### src/rtl/capwake_pkg.sv
`timescale 1ns/1ps
// Package: shared widths, register addresses and the per-channel
// configuration record of the capacitive wake-up detector.
package capwake_pkg;
    localparam int RES_W     = 12;          // converter result width
    localparam int CMP_W     = 8;           // upper bits used in the tests
    localparam int REG_W     = 8;           // host register width
    localparam int ADDR_CTRL = 0;           // power-down bits and standby
    localparam int ADDR_STAT = 1;           // sticky status, write 1 to clear
    localparam int ADDR_MASK = 2;           // interrupt mask
    localparam int CH_BASE   = 8;           // first channel block
    localparam int CH_STRIDE = 8;           // spacing of channel blocks
    localparam int OFS_CFG   = 0;
    localparam int OFS_LVL   = 1;
    localparam int OFS_SLP   = 2;
    localparam int OFS_RLO   = 3;
    localparam int OFS_RHI   = 4;
    localparam int STBY_BIT  = 4;           // standby position in CTRL
    localparam int OVR_BIT   = REG_W - 1;   // overrange position in result high byte

    typedef struct packed {
        logic             and_sel;   // 1: AND the tests, 0: OR
        logic             slope_en;
        logic             level_en;
        logic [CMP_W-1:0] level_th;
        logic [CMP_W-1:0] slope_th;
    } chan_cfg_t;
endpackage

### src/rtl/capwake_chan.sv
`timescale 1ns/1ps
// Module: capwake_chan
// One detector channel. It holds the latest sample and its overrange flag,
// and it evaluates the level and slope tests on an incoming strobe
// against the configured thresholds.
// Assumes: cfg is stable registered state; flush has priority over all.
module capwake_chan
    import capwake_pkg::*;
(
    input  logic             clk,
    input  logic             rst_n,
    input  logic             pd,        // this channel powered down
    input  logic             flush,     // both channels down: clear state
    input  logic             strobe,
    input  logic [RES_W-1:0] data,
    input  logic             ovr_in,
    input  chan_cfg_t        cfg,
    output logic [RES_W-1:0] res,
    output logic             res_ovr,
    output logic             accept,
    output logic             wake
);
    logic             have_prev;
    logic [CMP_W-1:0] cur_hi, prev_hi, delta;
    logic             level_hit, slope_hit, level_term, slope_term;

    // Evaluate both tests and merge them with the selected operator.
    always_comb begin
        cur_hi     = data[RES_W-1 -: CMP_W];
        prev_hi    = res[RES_W-1 -: CMP_W];
        delta      = (cur_hi >= prev_hi) ? (cur_hi - prev_hi) : (prev_hi - cur_hi);
        level_hit  = cur_hi > cfg.level_th;
        slope_hit  = have_prev && (delta > cfg.slope_th);
        level_term = cfg.level_en ? level_hit : cfg.and_sel;
        slope_term = cfg.slope_en ? slope_hit : cfg.and_sel;
        accept     = strobe && !pd;
        wake       = accept && (cfg.level_en || cfg.slope_en) &&
                     (cfg.and_sel ? (level_term && slope_term)
                                  : (level_term || slope_term));
    end

    // Sample storage: cleared on flush, previous sample dropped while down.
    always_ff @(posedge clk) begin
        if (!rst_n || flush) begin
            res       <= '0;
            res_ovr   <= 1'b0;
            have_prev <= 1'b0;
        end else if (pd) begin
            have_prev <= 1'b0;
        end else if (strobe) begin
            res       <= data;
            res_ovr   <= ovr_in;
            have_prev <= 1'b1;
        end
    end
endmodule

### src/rtl/capwake_regs.sv
`timescale 1ns/1ps
// Module: capwake_regs
// Host register file: control, sticky status, mask and per-channel
// configuration, plus the combinational read mux over all of it.
// Assumes: at most four channels, so the status fits in one byte.
module capwake_regs
    import capwake_pkg::*;
#(
    parameter int NCH    = 2,
    parameter int ADDR_W = 5
) (
    input  logic                      clk,
    input  logic                      rst_n,
    input  logic                      wr,
    input  logic [ADDR_W-1:0]         addr,
    input  logic [REG_W-1:0]          wdata,
    input  logic [NCH-1:0]            accept,
    input  logic [NCH-1:0]            wake,
    input  logic [NCH-1:0][RES_W-1:0] res,
    input  logic [NCH-1:0]            res_ovr,
    output logic [REG_W-1:0]          rdata,
    output chan_cfg_t [NCH-1:0]       cfg,
    output logic [NCH-1:0]            pd,
    output logic [2*NCH-1:0]          stat,
    output logic [2*NCH-1:0]          mask,
    output logic                      standby
);
    localparam int STAT_W = 2 * NCH;

    function automatic logic [ADDR_W-1:0] ch_addr(input int c, input int ofs);
        return ADDR_W'(CH_BASE + c * CH_STRIDE + ofs);
    endfunction

    logic              wr_stat;
    logic [STAT_W-1:0] clr_bits, set_bits;

    // Decode the clear and set vectors applied to the sticky status.
    always_comb begin
        wr_stat  = wr && (addr == ADDR_W'(ADDR_STAT));
        clr_bits = wr_stat ? wdata[STAT_W-1:0] : '0;
        set_bits = {wake, accept};
    end

    // Control, mask, configuration and status registers.
    always_ff @(posedge clk) begin
        if (!rst_n) begin
            pd      <= '0;
            standby <= 1'b1;
            mask    <= '0;
            stat    <= '0;
            cfg     <= '0;
        end else begin
            if (wr && addr == ADDR_W'(ADDR_CTRL)) begin
                pd      <= wdata[NCH-1:0];
                standby <= wdata[STBY_BIT];
            end
            if (|wake) standby <= 1'b0;
            if (wr && addr == ADDR_W'(ADDR_MASK)) mask <= wdata[STAT_W-1:0];
            for (int c = 0; c < NCH; c++) begin
                if (wr && addr == ch_addr(c, OFS_CFG)) begin
                    cfg[c].level_en <= wdata[0];
                    cfg[c].slope_en <= wdata[1];
                    cfg[c].and_sel  <= wdata[2];
                end
                if (wr && addr == ch_addr(c, OFS_LVL)) cfg[c].level_th <= wdata;
                if (wr && addr == ch_addr(c, OFS_SLP)) cfg[c].slope_th <= wdata;
            end
            if (&pd) stat <= '0;
            else     stat <= (stat & ~clr_bits) | set_bits;
        end
    end

    // Read mux: fixed registers first, then each channel block.
    always_comb begin
        rdata = '0;
        if (addr == ADDR_W'(ADDR_CTRL)) begin
            rdata[NCH-1:0]  = pd;
            rdata[STBY_BIT] = standby;
        end
        if (addr == ADDR_W'(ADDR_STAT)) rdata[STAT_W-1:0] = stat;
        if (addr == ADDR_W'(ADDR_MASK)) rdata[STAT_W-1:0] = mask;
        for (int c = 0; c < NCH; c++) begin
            if (addr == ch_addr(c, OFS_CFG))
                rdata[2:0] = {cfg[c].and_sel, cfg[c].slope_en, cfg[c].level_en};
            if (addr == ch_addr(c, OFS_LVL)) rdata = cfg[c].level_th;
            if (addr == ch_addr(c, OFS_SLP)) rdata = cfg[c].slope_th;
            if (addr == ch_addr(c, OFS_RLO)) rdata = res[c][REG_W-1:0];
            if (addr == ch_addr(c, OFS_RHI)) begin
                rdata[RES_W-REG_W-1:0] = res[c][RES_W-1:REG_W];
                rdata[OVR_BIT]         = res_ovr[c];
            end
        end
    end
endmodule

### src/rtl/capwake_detect.sv
`timescale 1ns/1ps
// Module: capwake_detect (top)
// Two-channel capacitive wake-up detector: per-channel sample storage and
// wake decision, host register file, masked interrupt and the shared
// excitation enable.
// Assumes: conv_valid is a single-cycle strobe per sample.
module capwake_detect
    import capwake_pkg::*;
#(
    parameter int NCH    = 2,
    parameter int ADDR_W = 5
) (
    input  logic                 clk,
    input  logic                 rst_n,
    input  logic [NCH-1:0]       conv_valid,
    input  logic [NCH*RES_W-1:0] conv_data,
    input  logic [NCH-1:0]       conv_ovr,
    input  logic                 reg_wr,
    input  logic [ADDR_W-1:0]    reg_addr,
    input  logic [REG_W-1:0]     reg_wdata,
    output logic [REG_W-1:0]     reg_rdata,
    output logic                 irq,
    output logic                 excite_en,
    output logic                 standby
);
    chan_cfg_t [NCH-1:0]       cfg;
    logic [NCH-1:0]            pd_q, accept, wake, res_ovr;
    logic [NCH-1:0][RES_W-1:0] res;
    logic [2*NCH-1:0]          stat_q, mask_q;
    logic                      flush;

    // Shared outputs derived from the register state.
    always_comb begin
        flush     = &pd_q;
        excite_en = !flush;
        irq       = |(stat_q & mask_q);
    end

    for (genvar c = 0; c < NCH; c++) begin : g_chan
        capwake_chan u_chan (
            .clk    (clk),
            .rst_n  (rst_n),
            .pd     (pd_q[c]),
            .flush  (flush),
            .strobe (conv_valid[c]),
            .data   (conv_data[c*RES_W +: RES_W]),
            .ovr_in (conv_ovr[c]),
            .cfg    (cfg[c]),
            .res    (res[c]),
            .res_ovr(res_ovr[c]),
            .accept (accept[c]),
            .wake   (wake[c])
        );
    end

    capwake_regs #(.NCH(NCH), .ADDR_W(ADDR_W)) u_regs (
        .clk    (clk),
        .rst_n  (rst_n),
        .wr     (reg_wr),
        .addr   (reg_addr),
        .wdata  (reg_wdata),
        .accept (accept),
        .wake   (wake),
        .res    (res),
        .res_ovr(res_ovr),
        .rdata  (reg_rdata),
        .cfg    (cfg),
        .pd     (pd_q),
        .stat   (stat_q),
        .mask   (mask_q),
        .standby(standby)
    );
endmodule

### config.mk
export PLATFORM = sky130hd
export DESIGN_NAME = capwake_detect
export DESIGN_NICKNAME = d
export VERILOG_FILES = /design/src/rtl/capwake_pkg.sv /design/src/rtl/capwake_chan.sv /design/src/rtl/capwake_regs.sv /design/src/rtl/capwake_detect.sv
export SDC_FILE = /design/constraint.sdc
export NUM_CORES = 1
export LEC_CHECK = 0
export BUFFER_PORTS_ARGS = -buffer_cell sky130_fd_sc_hd__buf_2
export CAP_MARGIN = 20
export CORE_MARGIN = 4
export CORE_UTILIZATION = 60
export DETAILED_ROUTE_END_ITERATION = 12
export PLACE_DENSITY = 0.82
export SLEW_MARGIN = 0
export SYNTH_ARGS = -nofsm -noshare
export SYNTH_HDL_FRONTEND = slang
export SYNTH_HIERARCHICAL = 1
export SYNTH_SLANG_ARGS = --single-unit
### constraint.sdc
create_clock -name clk -period 9.5 [get_ports clk]
set_input_delay 0.95 -clock clk [delete_from_list [all_inputs] [get_ports clk]]
set_output_delay 0.95 -clock clk [all_outputs]
set_load 0.01 [all_outputs]
==> results.py <==
metrics = {
    "power_and_ir_drop": {
        "p_leak_nw": 2.623,
        "intPower_uw": 558.0,
        "pwr-share-comb_pct": 26.7,
        "swShare_pct": 33.16,
        "p_clk_share_pct": 32.4,
        "switchingPower_uw": 276.9,
        "ir_drop_mv": 0.1014,
        "seq_power_share_pct": 40.9,
        "power_density_mw_per_mm2": 128.9,
    },
    "die": {
        "die_h_um": 108.3,
        "io_pins": 55,
        "start_util_pct": 61.74,
        "die_x_um": 108.3,
        "coreArea_mm2": 0.009774,
        "rows": 36,
        "die_area_mm2": 0.01173,
    },
    "timing": {
        "tightest_slew_ns": 0.8902,
        "holdWs_ns": 0.4680,
        "finalCritPeriodShare_pct": 44.26,
        "period_minus_slack_ns": 4.205,
        "slew_headroom_pct": 40.53,
        "skew_ns": 0.008543,
        "tns_ns": 0,
        "setup_violations": 0,
        "clock.fmax_mhz": 237.8,
        "rsz0062_at_grt": "false",
        "hold_viol": 0,
        "drv_slew": 0,
    },
    "setup_path": {
        "regToRegSetupSlack_ns": 5.61,
        "end_kind": "flop",
        "slowest_delay_ns": 0.38,
        "cp_top_family": "compound AO/OA/AOI/OAI gates",
        "cp.required_ns": 9.79,
        "regToRegStartpoint": "g_chan[0].u_chan/res[9]",
        "critPathArrivalTime_ns": 4.49,
        "worstSetupPathType": "input pin to flop",
        "cp_slowest_cell": "fa_1",
        "r2r_cells": 18,
        "path_cells": "buf_2 -> inv_1 -> ha_1 -> inv_1 -> fa_1 -> nand3_1 -> nand3_1 -> a21oi_4 -> mux2i_1 -> o2bb2ai_1 -> a21oi_2 -> xnor2_1 -> ha_1 -> a21oi_1 -> nor2b_1 -> o21ai_0 -> nand2b_1 -> o221ai_1 -> a22o_1 -> a21oi_1 -> o31ai_1",
        "critPathMaxFanout": 8,
        "r2r-end": "u_regs/standby",
        "critPathBufInv": 3,
        "start_kind": "input pin",
    },
    "route": {
        "antenna_left": 0,
        "routed_via_density": 6.149,
        "drc_errors": 0,
        "drtIter0Drc": 730,
        "wl_per_cell_um": 18.67,
        "drt-total-wl_um": 17670,
        "vias": 5817,
        "drt_pass1_iterations": 7,
    },
    "clock_network": {
        "post_cts_buffers": 0,
        "cts_root_buf": "clkbuf_8",
        "cts_tree": "built",
        "clkTransAtPathRegs_ns": 0.08,
        "cts_made_buffers": 9,
        "clock_latency_ns": 0.37,
        "clock_sinks": 77,
        "ctsResizeCount": 0,
        "cts_max_path_buffers": 2,
        "postCtsHoldBufs": 0,
        "htree_levels": 3,
    },
    "hold_path": {
        "whs_endpoint": "g_chan[1].u_chan/res[3]",
        "hold_depth": 2,
        "hp-class": "flop to flop",
        "hold_start": "g_chan[1].u_chan/res[3]",
    },
    "logic_synthesis": {
        "synth-simple-area-share_pct": 21.46,
        "synth_edf_count": 0,
        "yosys_warnings": 6,
        "synth_adder_area_share_pct": 14.18,
        "synth_top_family_by_area": "compound AO/OA/AOI/OAI gates",
        "syn-cell-area_mm2": 0.006035,
        "ys_types": 63,
        "ys_seq_elements": 77,
        "avgSynthCellArea_um2": 7.707,
        "async_reset_ff_share_pct": 0,
        "syn-num-nets": 893,
        "synthMuxAreaShare_pct": 5.370,
        "synth_compound_area_share_pct": 24.01,
        "yosysSeqAreaShare_pct": 25.54,
        "syn_inst": 783,
        "synth-xor-area-share_pct": 1.742,
        "dominantRegCellSynth": "dfxtp_1",
    },
    "placement": {
        "gp_congestion": 0.9745,
        "dpl.hpwl_um": 13350,
        "portBuffers": 54,
    },
    "global_route": {
        "grt_overflow": 0,
        "antenna_found_initial": 0,
        "grt_pass1_vias": 5415,
        "groute.usage.overall_pct": 30.83,
        "grt_max_degree": 49,
        "grt_first_pass_wirelength_um": 28090,
    },
    "finish": {
        "layout-drive-gt1-share_pct": 10.46,
        "area_delta_synth_final_pct": 7.319,
        "diodes": 0,
        "nets": 918,
    },
    "run_status": {
        "outcome": "finished clean",
    },
    "run": {
        "cap_violations": 0,
    },
}
==> flip-flops by register name, summed over array words and instances, names as in the netlist <==
| register | cells |
|---|---|
| u_regs/pd | 2 |
| g_chan.u_chan/have_prev | 2 |
| g_chan.u_chan/res_ovr | 2 |
| u_regs/mask | 4 |
| u_regs/stat | 4 |
| g_chan.u_chan/res | 24 |
| u_regs/standby | 1 |
| u_regs/cfg | 38 |
==> layout by cell type, fill, tap and decap left out, types with 3 or more instances in the layout <==
cell / synthesis / routed
ha_1: 62 / 62
a22o_1: 3 / 3
nor3b_1: 4 / 4
o21ai_0: 35 / 35
buf_2: 17 / 54
nor2_1: 25 / 25
xor2_1: 4 / 4
o211ai_1: 4 / 4
o22a_1: 3 / 3
nor3_1: 9 / 9
nor4_1: 4 / 4
nor2b_1: 42 / 42
nand2b_1: 15 / 15
nand4_1: 12 / 12
a21boi_1: 27 / 27
nor2_2: 3 / 3
o32a_1: 4 / 4
dfxtp_1: 77 / 77
inv_1: 69 / 69
clkbuf_8: 0 / 11
nand2_1: 111 / 111
a22oi_1: 13 / 13
o2bb2ai_1: 3 / 3
xnor2_1: 8 / 8
a21o_1: 5 / 5
nand3_1: 14 / 14
o21a_1: 7 / 7
a21oi_1: 75 / 75
and2_1: 3 / 3
o21ai_1: 24 / 24
mux2i_1: 29 / 29
fa_1: 4 / 4
o221ai_1: 5 / 5
==> through the flow <==
stage          std cells  util, %  setup slack (ns)  total power, mW  instance area [µm²]
6_report             946    66.26             5.295           0.8349                 6476
5_1_grt              946    66.26             4.946           0.8759                 6476
4_1_cts              946    66.26             5.376           0.8309                 6476
3_5_place_dp         930    64.11             4.998           0.5639                 6266
3_3_place_gp         930    64.11             5.143           0.5556                 6266
2_1_floorplan        783        -             5.530           0.5065                 6035
==> cells in the mapped netlist, drive strengths merged (3+ instances only) <==
library cell	n	area [µm²]
nor3	9	45.04
nor3b	5	42.54
a22o	3	26.28
a21o	5	37.54
clkbuf	15	56.30
o22a	3	26.28
dfxtp	77	1541
nor2b	42	262.8
a22oi	13	97.59
xnor2	8	70.07
nor4	4	25.02
o2bb2ai	3	26.28
ha	62	775.7
nor2	29	132.6
a21boi	28	210.2
o32a	4	40.04
buf	25	148.9
o21a	7	52.55
and2	4	25.03
o21ai	59	295.3
mux2	3	33.78
mux2i	29	290.3
nand4	12	75.07
nand3	14	70.07
inv	69	259.0
nand2b	15	93.84
fa	4	80.08
nand2	112	422.9
a21oi	79	425.4
xor2	4	35.03
o211ai	4	30.03
o221ai	5	43.79
==> area by class of cell <==
class	instances	area [µm²]
Timing Repair Buffer	54	270.3
Clock inverter	4	55.05
Fill cell	850	3298
Inverter	69	259.0
Multi-Input combinational cell	597	4029
Sequential cell	77	1541
Clock buffer	12	155.1
Tap cell	133	166.4
==> worst min-delay path, cell delays in order, from the launching register on <==
cell and delay [ns]:
dfxtp_1 0.32, nand2_1 0.05, a21oi_1 0.06
==> power groups by stage <==
stage	Combinational [mW]	Clock (mW)	Sequential (mW)
after global placement	0.207	0	0.349
after detailed placement	0.215	0	0.349
after CTS	0.217	0.273	0.341
final	0.223	0.270	0.341
after floorplan	0.162	0	0.344
after global routing	0.247	0.286	0.343
==> per-layer routing <==
metal / global-route usage (%) / wire (µm) / up-vias
met5: 0 / 0 / -
met4: 11.00 / 477 / 0
met3: 4.716 / 1745 / 42
met2: 47.56 / 7826 / 347
met1: 43.78 / 7616 / 2660
li1: - / - / 2768
==> logic make-up after synthesis <==
logic type / count (synthesis)
and+or+nand+nor: 259
buffers and inverters: 109
muxes: 32
xor gates and xnor gates: 12
AOI/OAI and AO/OA: 228
adders and majority gates: 66
DFF: 77
==> worst max path at each step <==
stage                              from              to  slack [ns]  cells after the start
final                      conv_data[4]  u_regs/standby        5.29                     21
after CTS                 conv_data[16]  u_regs/standby        5.38                     21
after floorplan            conv_data[4]  u_regs/standby        5.53                     20
after detailed placement   conv_data[4]  u_regs/standby        5.00                     21
after global routing      conv_data[16]  u_regs/standby        4.95                     21
after global placement     conv_data[4]  u_regs/standby        5.14                     21
(Power assumes the default switching activity.)
